### src/rtl/card_clk_pkg.sv
package card_clk_pkg;
  localparam int CODE_W = 4;
  localparam int MAX_SH = 8;
  localparam int SH_W   = $clog2(MAX_SH + 1);
  localparam int CNT_W  = MAX_SH;

  typedef struct packed {
    logic            en;
    logic            byp;
    logic [SH_W-1:0] sh;   // half period = 2**sh cycles
  } clk_cfg_t;
endpackage

### src/rtl/card_clk_sync.sv
module card_clk_sync #(
  parameter int W      = 6,
  parameter int STAGES = 2
) (
  input  logic         clk_i,
  input  logic         rst_ni,
  input  logic [W-1:0] d_i,
  output logic [W-1:0] q_o
);
  logic [W-1:0] stg_q [STAGES];

  for (genvar s = 0; s < STAGES; s++) begin : g_stage
    if (s == 0) begin : g_first
      always_ff @(posedge clk_i or negedge rst_ni) begin
        if (!rst_ni) stg_q[s] <= '0;
        else         stg_q[s] <= d_i;
      end
    end else begin : g_next
      always_ff @(posedge clk_i or negedge rst_ni) begin
        if (!rst_ni) stg_q[s] <= '0;
        else         stg_q[s] <= stg_q[s-1];
      end
    end
  end

  assign q_o = stg_q[STAGES-1];
endmodule

### src/rtl/card_clk_decode.sv
module card_clk_decode
  import card_clk_pkg::*;
#(
  parameter int CODE_SZ = CODE_W,
  parameter int SH_MAX  = MAX_SH
) (
  input  logic [CODE_SZ-1:0] code_i,
  input  logic               en_i,
  input  logic               byp_ok_i,
  output clk_cfg_t           cfg_o
);
  localparam logic [CODE_SZ-1:0] BYP_CODE = '1;

  always_comb begin
    cfg_o     = '0;
    cfg_o.en  = en_i;
    cfg_o.byp = en_i && byp_ok_i && (code_i == BYP_CODE);
    if (cfg_o.byp)
      cfg_o.sh = '0;
    else if (int'(code_i) > SH_MAX)
      cfg_o.sh = SH_W'(SH_MAX);   // oversize and unstrapped bypass saturate
    else
      cfg_o.sh = SH_W'(code_i);
  end
endmodule

### src/rtl/card_clk_gen.sv
module card_clk_gen
  import card_clk_pkg::*;
#(
  parameter int CW = CNT_W
) (
  input  logic          clk_i,
  input  logic          rst_ni,
  input  clk_cfg_t      cfg_i,
  output logic          card_clk_o,
  output logic          rise_o,
  output clk_cfg_t      act_o,
  output logic          div_o,
  output logic [CW-1:0] cnt_o
);
  clk_cfg_t      act_q;
  logic [CW-1:0] cnt_q, mask;
  logic          div_q, rise_q, load;

  always_comb begin
    for (int i = 0; i < CW; i++) mask[i] = (i < int'(act_q.sh));
  end

  // settings are only taken where a high phase would begin
  assign load = !act_q.en || act_q.byp || (!div_q && (cnt_q == mask));

  always_ff @(posedge clk_i or negedge rst_ni) begin
    if (!rst_ni) begin
      act_q  <= '0;
      cnt_q  <= '0;
      div_q  <= 1'b0;
      rise_q <= 1'b0;
    end else if (load) begin
      act_q  <= cfg_i;
      cnt_q  <= '0;
      div_q  <= cfg_i.en;
      rise_q <= cfg_i.en;
    end else begin
      rise_q <= 1'b0;
      if (cnt_q == mask) begin
        cnt_q <= '0;
        div_q <= ~div_q;
      end else begin
        cnt_q <= cnt_q + 1'b1;
      end
    end
  end

  assign card_clk_o = act_q.byp ? clk_i : div_q;
  assign rise_o     = rise_q;
  assign act_o      = act_q;
  assign div_o      = div_q;
  assign cnt_o      = cnt_q;
endmodule

### src/rtl/card_clk_div.sv
module card_clk_div
  import card_clk_pkg::*;
#(
  parameter int SYNC_STAGES = 2,
  parameter int CODE_SZ     = CODE_W,
  parameter int SH_MAX      = MAX_SH,
  localparam int CW         = SH_MAX
) (
  input  logic               clk_i,
  input  logic               rst_ni,
  input  logic [CODE_SZ-1:0] div_code_i,
  input  logic               clk_en_i,
  input  logic               byp_ok_i,
  output logic               card_clk_o,
  output logic               rise_o
);
  localparam int SW = CODE_SZ + 2;

  logic [SW-1:0]      sync_q;
  logic [CODE_SZ-1:0] code_s;
  logic               en_s, byp_ok_s;
  clk_cfg_t           cfg, act_w;
  logic               div_w;
  logic [CW-1:0]      cnt_w;
  logic               act_en_w, act_byp_w;
  logic [SH_W-1:0]    act_sh_w;

  card_clk_sync #(.W(SW), .STAGES(SYNC_STAGES)) u_sync (
    .clk_i (clk_i),
    .rst_ni(rst_ni),
    .d_i   ({clk_en_i, byp_ok_i, div_code_i}),
    .q_o   (sync_q)
  );

  assign {en_s, byp_ok_s, code_s} = sync_q;

  card_clk_decode #(.CODE_SZ(CODE_SZ), .SH_MAX(SH_MAX)) u_dec (
    .code_i  (code_s),
    .en_i    (en_s),
    .byp_ok_i(byp_ok_s),
    .cfg_o   (cfg)
  );

  card_clk_gen #(.CW(CW)) u_gen (
    .clk_i     (clk_i),
    .rst_ni    (rst_ni),
    .cfg_i     (cfg),
    .card_clk_o(card_clk_o),
    .rise_o    (rise_o),
    .act_o     (act_w),
    .div_o     (div_w),
    .cnt_o     (cnt_w)
  );

  assign act_en_w  = act_w.en;
  assign act_byp_w = act_w.byp;
  assign act_sh_w  = act_w.sh;
endmodule

### config.mk
export PLATFORM = sky130hd
export DESIGN_NAME = card_clk_div
export DESIGN_NICKNAME = d
export VERILOG_FILES = /design/src/rtl/card_clk_pkg.sv /design/src/rtl/card_clk_sync.sv /design/src/rtl/card_clk_decode.sv /design/src/rtl/card_clk_gen.sv /design/src/rtl/card_clk_div.sv
export SDC_FILE = /design/constraint.sdc
export NUM_CORES = 1
export LEC_CHECK = 0
export ABC_AREA = 0
export BUFFER_PORTS_ARGS = -buffer_cell sky130_fd_sc_hd__buf_2
export CAP_MARGIN = 10
export CORE_MARGIN = 5
export CORE_UTILIZATION = 60
export CTS_BUF_LIST = sky130_fd_sc_hd__clkbuf_4 sky130_fd_sc_hd__clkbuf_8
export DETAILED_ROUTE_END_ITERATION = 6
export GPL_TIMING_DRIVEN = 0
export PLACE_DENSITY = 0.81
export SLEW_MARGIN = 25
export SYNTH_ARGS = -nofsm -noshare
export SYNTH_HDL_FRONTEND = slang
export SYNTH_SLANG_ARGS = --single-unit
export TNS_END_PERCENT = 5
### constraint.sdc
create_clock -name clk_i -period 2.63 [get_ports clk_i]
set_input_delay 0.1315 -clock clk_i [delete_from_list [all_inputs] [get_ports clk_i]]
set_output_delay 0.1315 -clock clk_i [all_outputs]
set_load 0.005 [all_outputs]
==> impl_metrics.tcl, run 1 <==
set metrics [dict create \
    run_status "finished clean" \
    crit_path_cell_trace "clkbuf_1 -> a211o_1 -> or2_1 -> a22o_1 -> o41a_1 -> buf_6 -> mux2_4" \
    cp-end-kind "flip-flop" \
    hold_path.class "in2async" \
    r2r-end "u_gen.act_o[1]" \
    grt_pass1_vias 935 \
    yosys.area_share.adder_pct 1.03 \
    yosys_warnings 0 \
    yosys.area_share.simple_pct 17.3 \
    crit_required_ns 2.96 \
    synthTopCellsByArea "dfrtp_1, mux2_4, xor2_1, nor2_1, nand3_1" \
    min_period_ns 2.32 \
    area.growth.synth_to_final_pct 18.8 \
    powerDensity_mw_per_mm2 1030 \
    period_share_pct 88.2 \
    final_max_slew_viol_count 0 \
    syn_area_sq_mm 0.00122 \
    wl_per_cell_um 15.1 \
    synthFlopType "dfrtp_1" \
    synthCells 100 \
    die_w_um 55.0 \
    synth_fp_nets 109 \
    max_slew_margin_pct 57.3 \
    place_congestion 0.774 \
    num_io_pins 10 \
    clk_latency_ns 0.43 \
    drt_iter0_drc 13 \
    clock_skew_ns 0.00783 \
    crit_arrival_ns 2.65 \
    cts.repair.resized 0 \
    synth-compound-area-share_pct 9.98 \
    drtPass1Iterations 4 \
    yosysSeqAreaShare_pct 57.6 \
    wl_mm 2.27 \
    crit_path_max_fanout 10 \
    crit_start "u_gen.act_o[3]" \
    antenna_found_initial 0 \
    synth_top_cells_by_count "dfrtp_1, nor2_1, nand3_1, xor2_1" \
    synth_largest_area_cell "dfrtp_1" \
    portBuffers 9 \
    core_sq_mm 0.00194 \
    synthArstFlopShare_pct 100 \
    timing.critical_path.buf_inv 2 \
    grt_pass1_wl_mm 4.05 \
    crit_path_top_delay_cell "dfrtp_1" \
    post_drt_via_cell_ratio 5.65 \
    yosys.area_share.xor_xnor_pct 5.04 \
    dieArea_sq_mm 0.00303 \
    ff2ff_setup_slack_ns 0.31 \
    layout-drive-gt1-share_pct 22.8 \
    initial_utilization_pct 62.6 \
    grtUsageTotal_pct 20.3 \
    drc_errors 0 \
    antennaDiodeCount 0 \
    synth_top_family_by_area "simple AND/OR/NAND/NOR gates" \
    reg2regPathDepth 7 \
    synth-edff-count 0 \
    worst_slew_pin_slew_ns 0.636 \
    synth_top_cell_area_share_pct 57.6 \
    rsz0062_at_grt "false" \
    gr-total-overflow 0 \
    p_leak_nw 0.666 \
    synth-seq-cells 28 \
    ir_drop_uv 707 \
    yosys.cell_count.top_type "dfrtp_1" \
    final_hold_viol_count 0 \
    fin_nets 133 \
    placed_area_sq_mm 0.00129 \
    final.setup.tns_ns 0 \
    grt_max_degree 29 \
    num_rows 16 \
    ys_types 38 \
    path_class "reg2reg" \
    cap_violations 0 \
    cts.clk_slew.worst_paths_ns 0.14 \
    start_kind "flip-flop" \
    syn_area_per_cell_sq_um 12.2 \
    setup_violations 0 \
    muxShareOfSynthArea_pct 5.86 \
    die_h_um 55.0 \
    final_cell_area_sq_mm 0.00145 \
    cpPeakStageDelay_ns 0.41 \
    num_vias 848 \
    hpwlAfterDp_mm 1.50 \
    timing.rr.start "u_gen.act_o[3]" \
    crit_family "compound AO/OA/AOI/OAI gates" \
    max_freq_ghz 0.431 \
    postRouteAntennaNets 0 \
    cts_tree "built" \
]
-- worst reg2reg max path, stage by stage, from the launching register on --
cell and delay, ns:
dfrtp_1 0.41, clkbuf_1 0.22, a211o_1 0.34, or2_1 0.21
a22o_1 0.25, o41a_1 0.34, buf_6 0.16, mux2_4 0.30
-- metrics by stage --
| stage | worst slack, ns | total power, mW | hold WS [ns] | utilization [%] | std cells |
|---|---|---|---|---|---|
| 2_1_floorplan | 0.491 | 1.00 | -0.164 | - | 100 |
| 3_3_place_gp | 0.267 | 1.09 | 0.155 | 66.7 | 136 |
| 3_5_place_dp | 0.164 | 1.14 | 0.167 | 66.7 | 136 |
| 4_1_cts | 0.126 | 1.48 | 0.236 | 74.2 | 150 |
| 5_1_grt | 0.221 | 1.60 | 0.268 | 74.4 | 150 |
| 6_report | 0.311 | 1.48 | 0.232 | 74.4 | 150 |
-- power by group --
group          internal (mW)  total, mW  leakage (nW)  switching (mW)
Clock                  0.214      0.350        0.0501           0.136
Combinational          0.226      0.461         0.278           0.235
Sequential             0.533      0.674         0.337           0.141
-- flip-flops by register name (all words and copies together) (netlist names) --
register,count
u_gen.rise_o,1
u_sync.q_o,6
u_sync.stg_q,6
u_gen.div_o,1
u_gen.act_o,6
u_gen.cnt_o,8
-- metal layers --
| layer | routed length (um) | global-route usage (%) | up-vias |
|---|---|---|---|
| met5 | 0 | 0 | - |
| met4 | 62 | 15.4 | 0 |
| met3 | 92 | 6.70 | 6 |
| met2 | 1150 | 31.9 | 20 |
| met1 | 964 | 22.8 | 420 |
| li1 | - | - | 402 |
-- worst max path at each step --
stage                endpoint  slack [ns]  cells past startpoint
2_1_floorplan  u_gen.act_o[0]        0.49                      7
3_3_place_gp   u_gen.cnt_o[5]        0.27                      6
3_5_place_dp   u_gen.cnt_o[5]        0.16                      6
4_1_cts        u_gen.cnt_o[5]        0.13                      6
5_1_grt        u_gen.cnt_o[4]        0.22                      6
6_report       u_gen.act_o[1]        0.31                      7
-- placed cells by master (no fill, tap or decap), types with 2 or more instances in the layout --
| master | n |
|---|---|
| xor2_1 | 6 |
| nor2_1 | 10 |
| buf_2 | 10 |
| nand2_1 | 3 |
| inv_1 | 2 |
| nand2b_1 | 2 |
| nand3_1 | 6 |
| dfrtp_1 | 28 |
| mux2_4 | 4 |
| and3_1 | 3 |
| clkbuf_4 | 6 |
| o31a_1 | 3 |
| buf_6 | 2 |
| o21ai_0 | 2 |
| dlygate4sd3_1 | 7 |
| nor2b_1 | 4 |
-- cell type report --
type                    count  area, sq um
plain buffers               4         31.3
clock buffers               7         50.0
clock inverters             1         30.0
fillers                   139          497
inverters                   2         7.51
multi-input cells          66          482
flip-flops and latches     28          701
well taps                  27         33.8
repair buffers             15          110
-- repair_timing --
item | CTS | global route
setup buffers | 0 | 0
hold buffers | 7 | 0
endpoints found under the hold margin | 34 | 0
-- cells by family (layout without fill, tap and decap cells) --
family | count (synthesis) | after routing
and+or+nand+nor | 38 | 38
DFF | 28 | 28
AOI/OAI and AO/OA | 15 | 15
xor gates and xnor gates | 7 | 7
buffers and inverters | 6 | 29
muxes | 5 | 5
adders and majority gates | 1 | 1
No activity file was read; power rests on OpenSTA's default activity.
==> inputs of run 2 (changes only) <==
--- a/config.mk
+++ b/config.mk
@@ -8,11 +8,11 @@
 export ABC_AREA = 0
 export BUFFER_PORTS_ARGS = -buffer_cell sky130_fd_sc_hd__buf_2
 export CAP_MARGIN = 10
+export CORE_ASPECT_RATIO = 1.5
 export CORE_MARGIN = 5
 export CORE_UTILIZATION = 60
 export CTS_BUF_LIST = sky130_fd_sc_hd__clkbuf_4 sky130_fd_sc_hd__clkbuf_8
 export DETAILED_ROUTE_END_ITERATION = 6
-export GPL_TIMING_DRIVEN = 0
 export PLACE_DENSITY = 0.81
 export SLEW_MARGIN = 25
 export SYNTH_ARGS = -nofsm -noshare
==> impl_metrics.tcl, run 2 (synthesized netlist as in run 1, its figures left out) <==
set metrics [dict create \
    run_status "finished clean" \
    max_freq_ghz 0.414 \
    final_hold_viol_count 0 \
    crit_path_cell_trace "or4_1 -> nor3_2 -> a211oi_1 -> o41a_1 -> nor4_2" \
    ir_drop_uv 785 \
    clk_latency_ns 0.43 \
    p_leak_nw 0.637 \
    grt_pass1_wl_mm 4.01 \
    placed_area_sq_mm 0.00126 \
    max_slew_margin_pct 61.4 \
    final_max_slew_viol_count 0 \
    wl_mm 2.27 \
    clock_skew_ns 0.00693 \
    grtUsageTotal_pct 19.0 \
    fin_nets 130 \
    cts.clk_slew.worst_paths_ns 0.14 \
    crit_path_top_delay_cell "o41a_1" \
    layout-drive-gt1-share_pct 20.2 \
    cp-end-kind "flip-flop" \
    cts.repair.resized 0 \
    final_common_cell "dfrtp_1" \
    num_vias 858 \
    timing.critical_path.buf_inv 0 \
    final.setup.tns_ns 0 \
    cpPeakStageDelay_ns 0.59 \
    cap_violations 0 \
    post_drt_via_cell_ratio 6.09 \
    grt_pass1_vias 923 \
    crit_path_max_fanout 11 \
    largest_register_ffs 8 \
    min_period_ns 2.41 \
    powerDensity_mw_per_mm2 970 \
    worst_slew_pin_slew_ns 0.578 \
    layout_common_cells "dfrtp_1, nor2_1, buf_2, dlygate4sd3_1" \
    crit_family "simple AND/OR/NAND/NOR gates" \
    initial_utilization_pct 61.5 \
    num_io_pins 10 \
    setup_violations 0 \
    crit_arrival_ns 2.73 \
    die_w_um 46.8 \
    hold_ws_ns 0.212 \
    grt_max_degree 29 \
    num_rows 20 \
    dieArea_sq_mm 0.00305 \
    drtPass1Iterations 4 \
    die_h_um 65.1 \
    drc_errors 0 \
    hold_path.class "in2async" \
    gr-total-overflow 0 \
    core_sq_mm 0.00198 \
    final_cell_area_sq_mm 0.00138 \
    antenna_found_initial 0 \
    wl_per_cell_um 16.1 \
    postRouteAntennaNets 0 \
    hpwlAfterDp_mm 1.45 \
    start_kind "flip-flop" \
    place_congestion 0.752 \
    rsz0062_at_grt "false" \
    period_share_pct 91.8 \
    path_class "reg2reg" \
    drt_iter0_drc 30 \
    cts_tree "built" \
    area.growth.synth_to_final_pct 13.5 \
    crit_required_ns 2.95 \
    antennaDiodeCount 0 \
    portBuffers 9 \
]
-- run 2: changes by cell type in the layout (fill, tap and decap cells not counted) --
cell	change
buf_2	-1
clkbuf_1	-1
o31ai_2	-1
o31ai_1	+1
buf_4	+1
buf_6	-2
bufinv_16	-1
-- run 2: cell type report --
type	count	area [sq um]
Multi-Input combinational cell	66	477
Fill cell	130	597
Sequential cell	28	701
Inverter	2	7.51
Timing Repair Buffer	16	118
Tap cell	22	27.5
Clock buffer	7	50.0
-- run 2: worst register-to-register path: cells and delay by family, from the launching register on --
family / cells / cell delay, ns
AOI/OAI and AO/OA: 2 / 0.68
DFF: 1 / 0.51
and+or+nand+nor: 3 / 1.11
-- run 2: metrics by stage --
stage / instances / worst slack [ns] / power, mW / utilization (%)
2_1_floorplan: 100 / 0.491 / 1.00 / -
3_3_place_gp: 128 / 0.364 / 1.07 / 64.0
3_5_place_dp: 128 / 0.252 / 1.09 / 64.0
4_1_cts: 141 / 0.219 / 1.35 / 69.8
5_1_grt: 141 / 0.0726 / 1.45 / 69.8
6_report: 141 / 0.217 / 1.34 / 69.8
-- run 2: power breakdown --
group	switching, mW	total (mW)	internal [mW]	leakage (nW)
Sequential	0.185	0.718	0.533	0.337
Clock	0.133	0.247	0.114	0.0360
Combinational	0.166	0.373	0.207	0.264
-- run 2: path summary, 6_finish.rpt --
path | from | endpoint | slack (ns) | depth (start not counted)
setup / recovery | u_gen.act_o[3] | u_gen.act_o[4] | 0.22 | 5
hold / removal | rst_ni | u_gen.cnt_o[7] | 0.21 | 2
setup reg to reg | u_gen.act_o[3] | u_gen.act_o[4] | 0.22 | 5
hold reg to reg | u_sync.stg_q[7] | u_sync.q_o[1] | 0.36 | 0
max in group asynchronous | rst_ni | u_sync.stg_q[8] | 2.04 | 2
min in group clk_i | div_code_i[1] | u_sync.stg_q[7] | 0.34 | 2
-- run 2: what timing repair did --
item | 4_1_cts | 5_1_grt
buffers inserted | 0 | 0
endpoints found under the hold margin | 34 | 0
hold buffers | 7 | 0
-- run 2: routing by layer --
| layer | GRT usage [%] | up-vias | routed length, um |
|---|---|---|---|
| li1 | - | 392 | - |
| met1 | 22.3 | 428 | 888 |
| met2 | 28.9 | 26 | 1220 |
| met3 | 4.66 | 12 | 76 |
| met4 | 13.8 | 0 | 82 |
| met5 | 0 | - | 0 |
==> inputs of run 3 (changes only) <==
--- a/config.mk
+++ b/config.mk
@@ -14,6 +14,7 @@
 export CTS_BUF_LIST = sky130_fd_sc_hd__clkbuf_4 sky130_fd_sc_hd__clkbuf_8
 export DETAILED_ROUTE_END_ITERATION = 6
 export PLACE_DENSITY = 0.81
+export SETUP_SLACK_MARGIN = 0.3
 export SLEW_MARGIN = 25
 export SYNTH_ARGS = -nofsm -noshare
 export SYNTH_HDL_FRONTEND = slang
==> impl_metrics.tcl, run 3 (synthesized netlist as in run 1, its figures left out) <==
set metrics [dict create \
    clk_latency_ns 0.45 \
    largest_register_ffs 8 \
    period_share_pct 85.3 \
    drtPass1Iterations 4 \
    reg2regPathDepth 5 \
    grtUsageTotal_pct 20.3 \
    area.growth.synth_to_final_pct 15.7 \
    crit_path_cell_trace "a211o_1 -> or2_1 -> a22o_1 -> o41a_4 -> mux2_4" \
    layout_common_cells "dfrtp_1, nor2_1, buf_2, dlygate4sd3_1" \
    crit_arrival_ns 2.58 \
    multiInputGateArea_sq_um 502 \
    powerDensity_mw_per_mm2 979 \
    r2r-end "u_gen.act_o[2]" \
    run_status "finished clean" \
    path_depth 5 \
    hpwlAfterDp_mm 1.45 \
    clock_skew_ns 0.0105 \
    die_h_um 65.1 \
    place_congestion 0.752 \
    crit_start "u_gen.act_o[3]" \
    crit_path_end "u_gen.act_o[2]" \
    timing.critical_path.buf_inv 0 \
    max_slew_margin_pct 61.5 \
    min_period_ns 2.24 \
    cts_setup_buffers 0 \
    setup_violations 0 \
    ir_drop_uv 723 \
    final_max_slew_viol_count 0 \
    cpPeakStageDelay_ns 0.55 \
    layout-drive-gt1-share_pct 23.5 \
    p_leak_nw 0.650 \
    start_kind "flip-flop" \
    portBuffers 9 \
    cts_tree "built" \
    wl_mm 2.33 \
    crit_required_ns 2.97 \
    cap_violations 0 \
    grt_pass1_vias 914 \
    p_sw_uw 513 \
    crit_path_top_delay_cell "o41a_4" \
    power_frac_comb_pct 28.5 \
    drc_errors 0 \
    num_vias 850 \
    p_sw_share_pct 37.2 \
    postRouteAntennaNets 0 \
    rsz0062_at_grt "false" \
    gr-total-overflow 0 \
    cp-end-kind "flip-flop" \
    initial_utilization_pct 61.5 \
    seqCellArea_sq_um 703 \
    timing.rr.start "u_gen.act_o[3]" \
    fill_cells 131 \
    ff2ff_setup_slack_ns 0.39 \
    drt_iter0_drc 21 \
    max_freq_ghz 0.446 \
    die_w_um 46.8 \
    antenna_found_initial 0 \
    post_drt_via_cell_ratio 6.03 \
    num_io_pins 10 \
    cts.clk_slew.worst_paths_ns 0.14 \
    hold_ws_ns 0.197 \
    hold_path.class "in2async" \
    fin_nets 130 \
    grt_max_degree 29 \
    dieArea_sq_mm 0.00305 \
    clkPwrFrac_pct 18.3 \
    num_rows 20 \
    worst_slew_pin_slew_ns 0.577 \
    antennaDiodeCount 0 \
    final_util_pct 71.2 \
    p_seq_share_pct 53.2 \
    path_class "reg2reg" \
    crit_path_max_fanout 11 \
    core_sq_mm 0.00198 \
    wl_per_cell_um 16.6 \
    grt_pass1_wl_mm 4.15 \
    final_common_cell "dfrtp_1" \
    final_hold_viol_count 0 \
    p_int_uw 865 \
    crit_family "compound AO/OA/AOI/OAI gates" \
    final.setup.tns_ns 0 \
]
-- run 3: cell counts in the layout (fill, tap and decap cells not counted) --
Identical to the previous run, type by type.
-- run 3: worst register-to-register path, cell delays in order (launching register included) --
cell and delay [ns]:
dfrtp_2 0.51, a211o_1 0.31, or2_1 0.21, a22o_1 0.25
o41a_4 0.55, mux2_4 0.32
-- run 3: metrics by stage --
stage | instance area (sq um) | worst slack, ns | total power [mW] | std cells
floorplan | 1220 | 0.491 | 1.00 | 100
global placement | 1260 | 0.364 | 1.07 | 128
detailed placement | 1260 | 0.252 | 1.09 | 128
CTS | 1390 | 0.308 | 1.36 | 141
global route | 1410 | 0.306 | 1.48 | 141
finish | 1410 | 0.387 | 1.38 | 141
-- run 3: final cells by class --
cell class / count / share of cell area, %
sequential: 28 / 50.0
clock buffer: 7 / 3.56
timing repair buffer: 16 / 8.36
inverter: 2 / 0.533
tap: 22 / 1.96
multi-input combinational: 66 / 35.6
-- run 3: power groups by stage --
stage               Sequential (mW)  Clock, mW  Combinational (mW)
detailed placement            0.721     0.0140               0.356
global placement              0.713     0.0140               0.339
CTS                           0.718      0.257               0.381
finish                        0.733      0.252               0.392
global route                  0.762      0.281               0.441
floorplan                     0.634    0.00833               0.360
-- run 3: worst min path at each step --
stage | end | slack (ns) | cells past startpoint | from
3_3_place_gp | u_sync.stg_q[6] | 0.15 | 1 | rst_ni
6_report | u_gen.cnt_o[7] | 0.20 | 2 | rst_ni
2_1_floorplan | u_gen.act_o[0] | -0.16 | 0 | rst_ni
5_1_grt | u_sync.q_o[3] | 0.24 | 2 | rst_ni
4_1_cts | u_gen.cnt_o[7] | 0.22 | 2 | rst_ni
3_5_place_dp | u_sync.stg_q[9] | 0.17 | 1 | rst_ni
-- run 3: metal layers --
layer | vias to the layer above | GRT usage (%) | share of wire (%)
li1 | 395 | - | -
met1 | 422 | 24.0 | 38
met2 | 23 | 31.6 | 55
met3 | 10 | 3.56 | 3.9
met4 | 0 | 14.5 | 3.6
met5 | - | 0 | 0
-- run 3: repair_timing --
item | CTS | global route
cloned | 0 | 0
setup endpoints to repair | 1 | 7
gates resized for setup | 4 | 3
hold buffers | 7 | 0
endpoints found under the hold margin | 34 | 0
pin swaps | 1 | 0
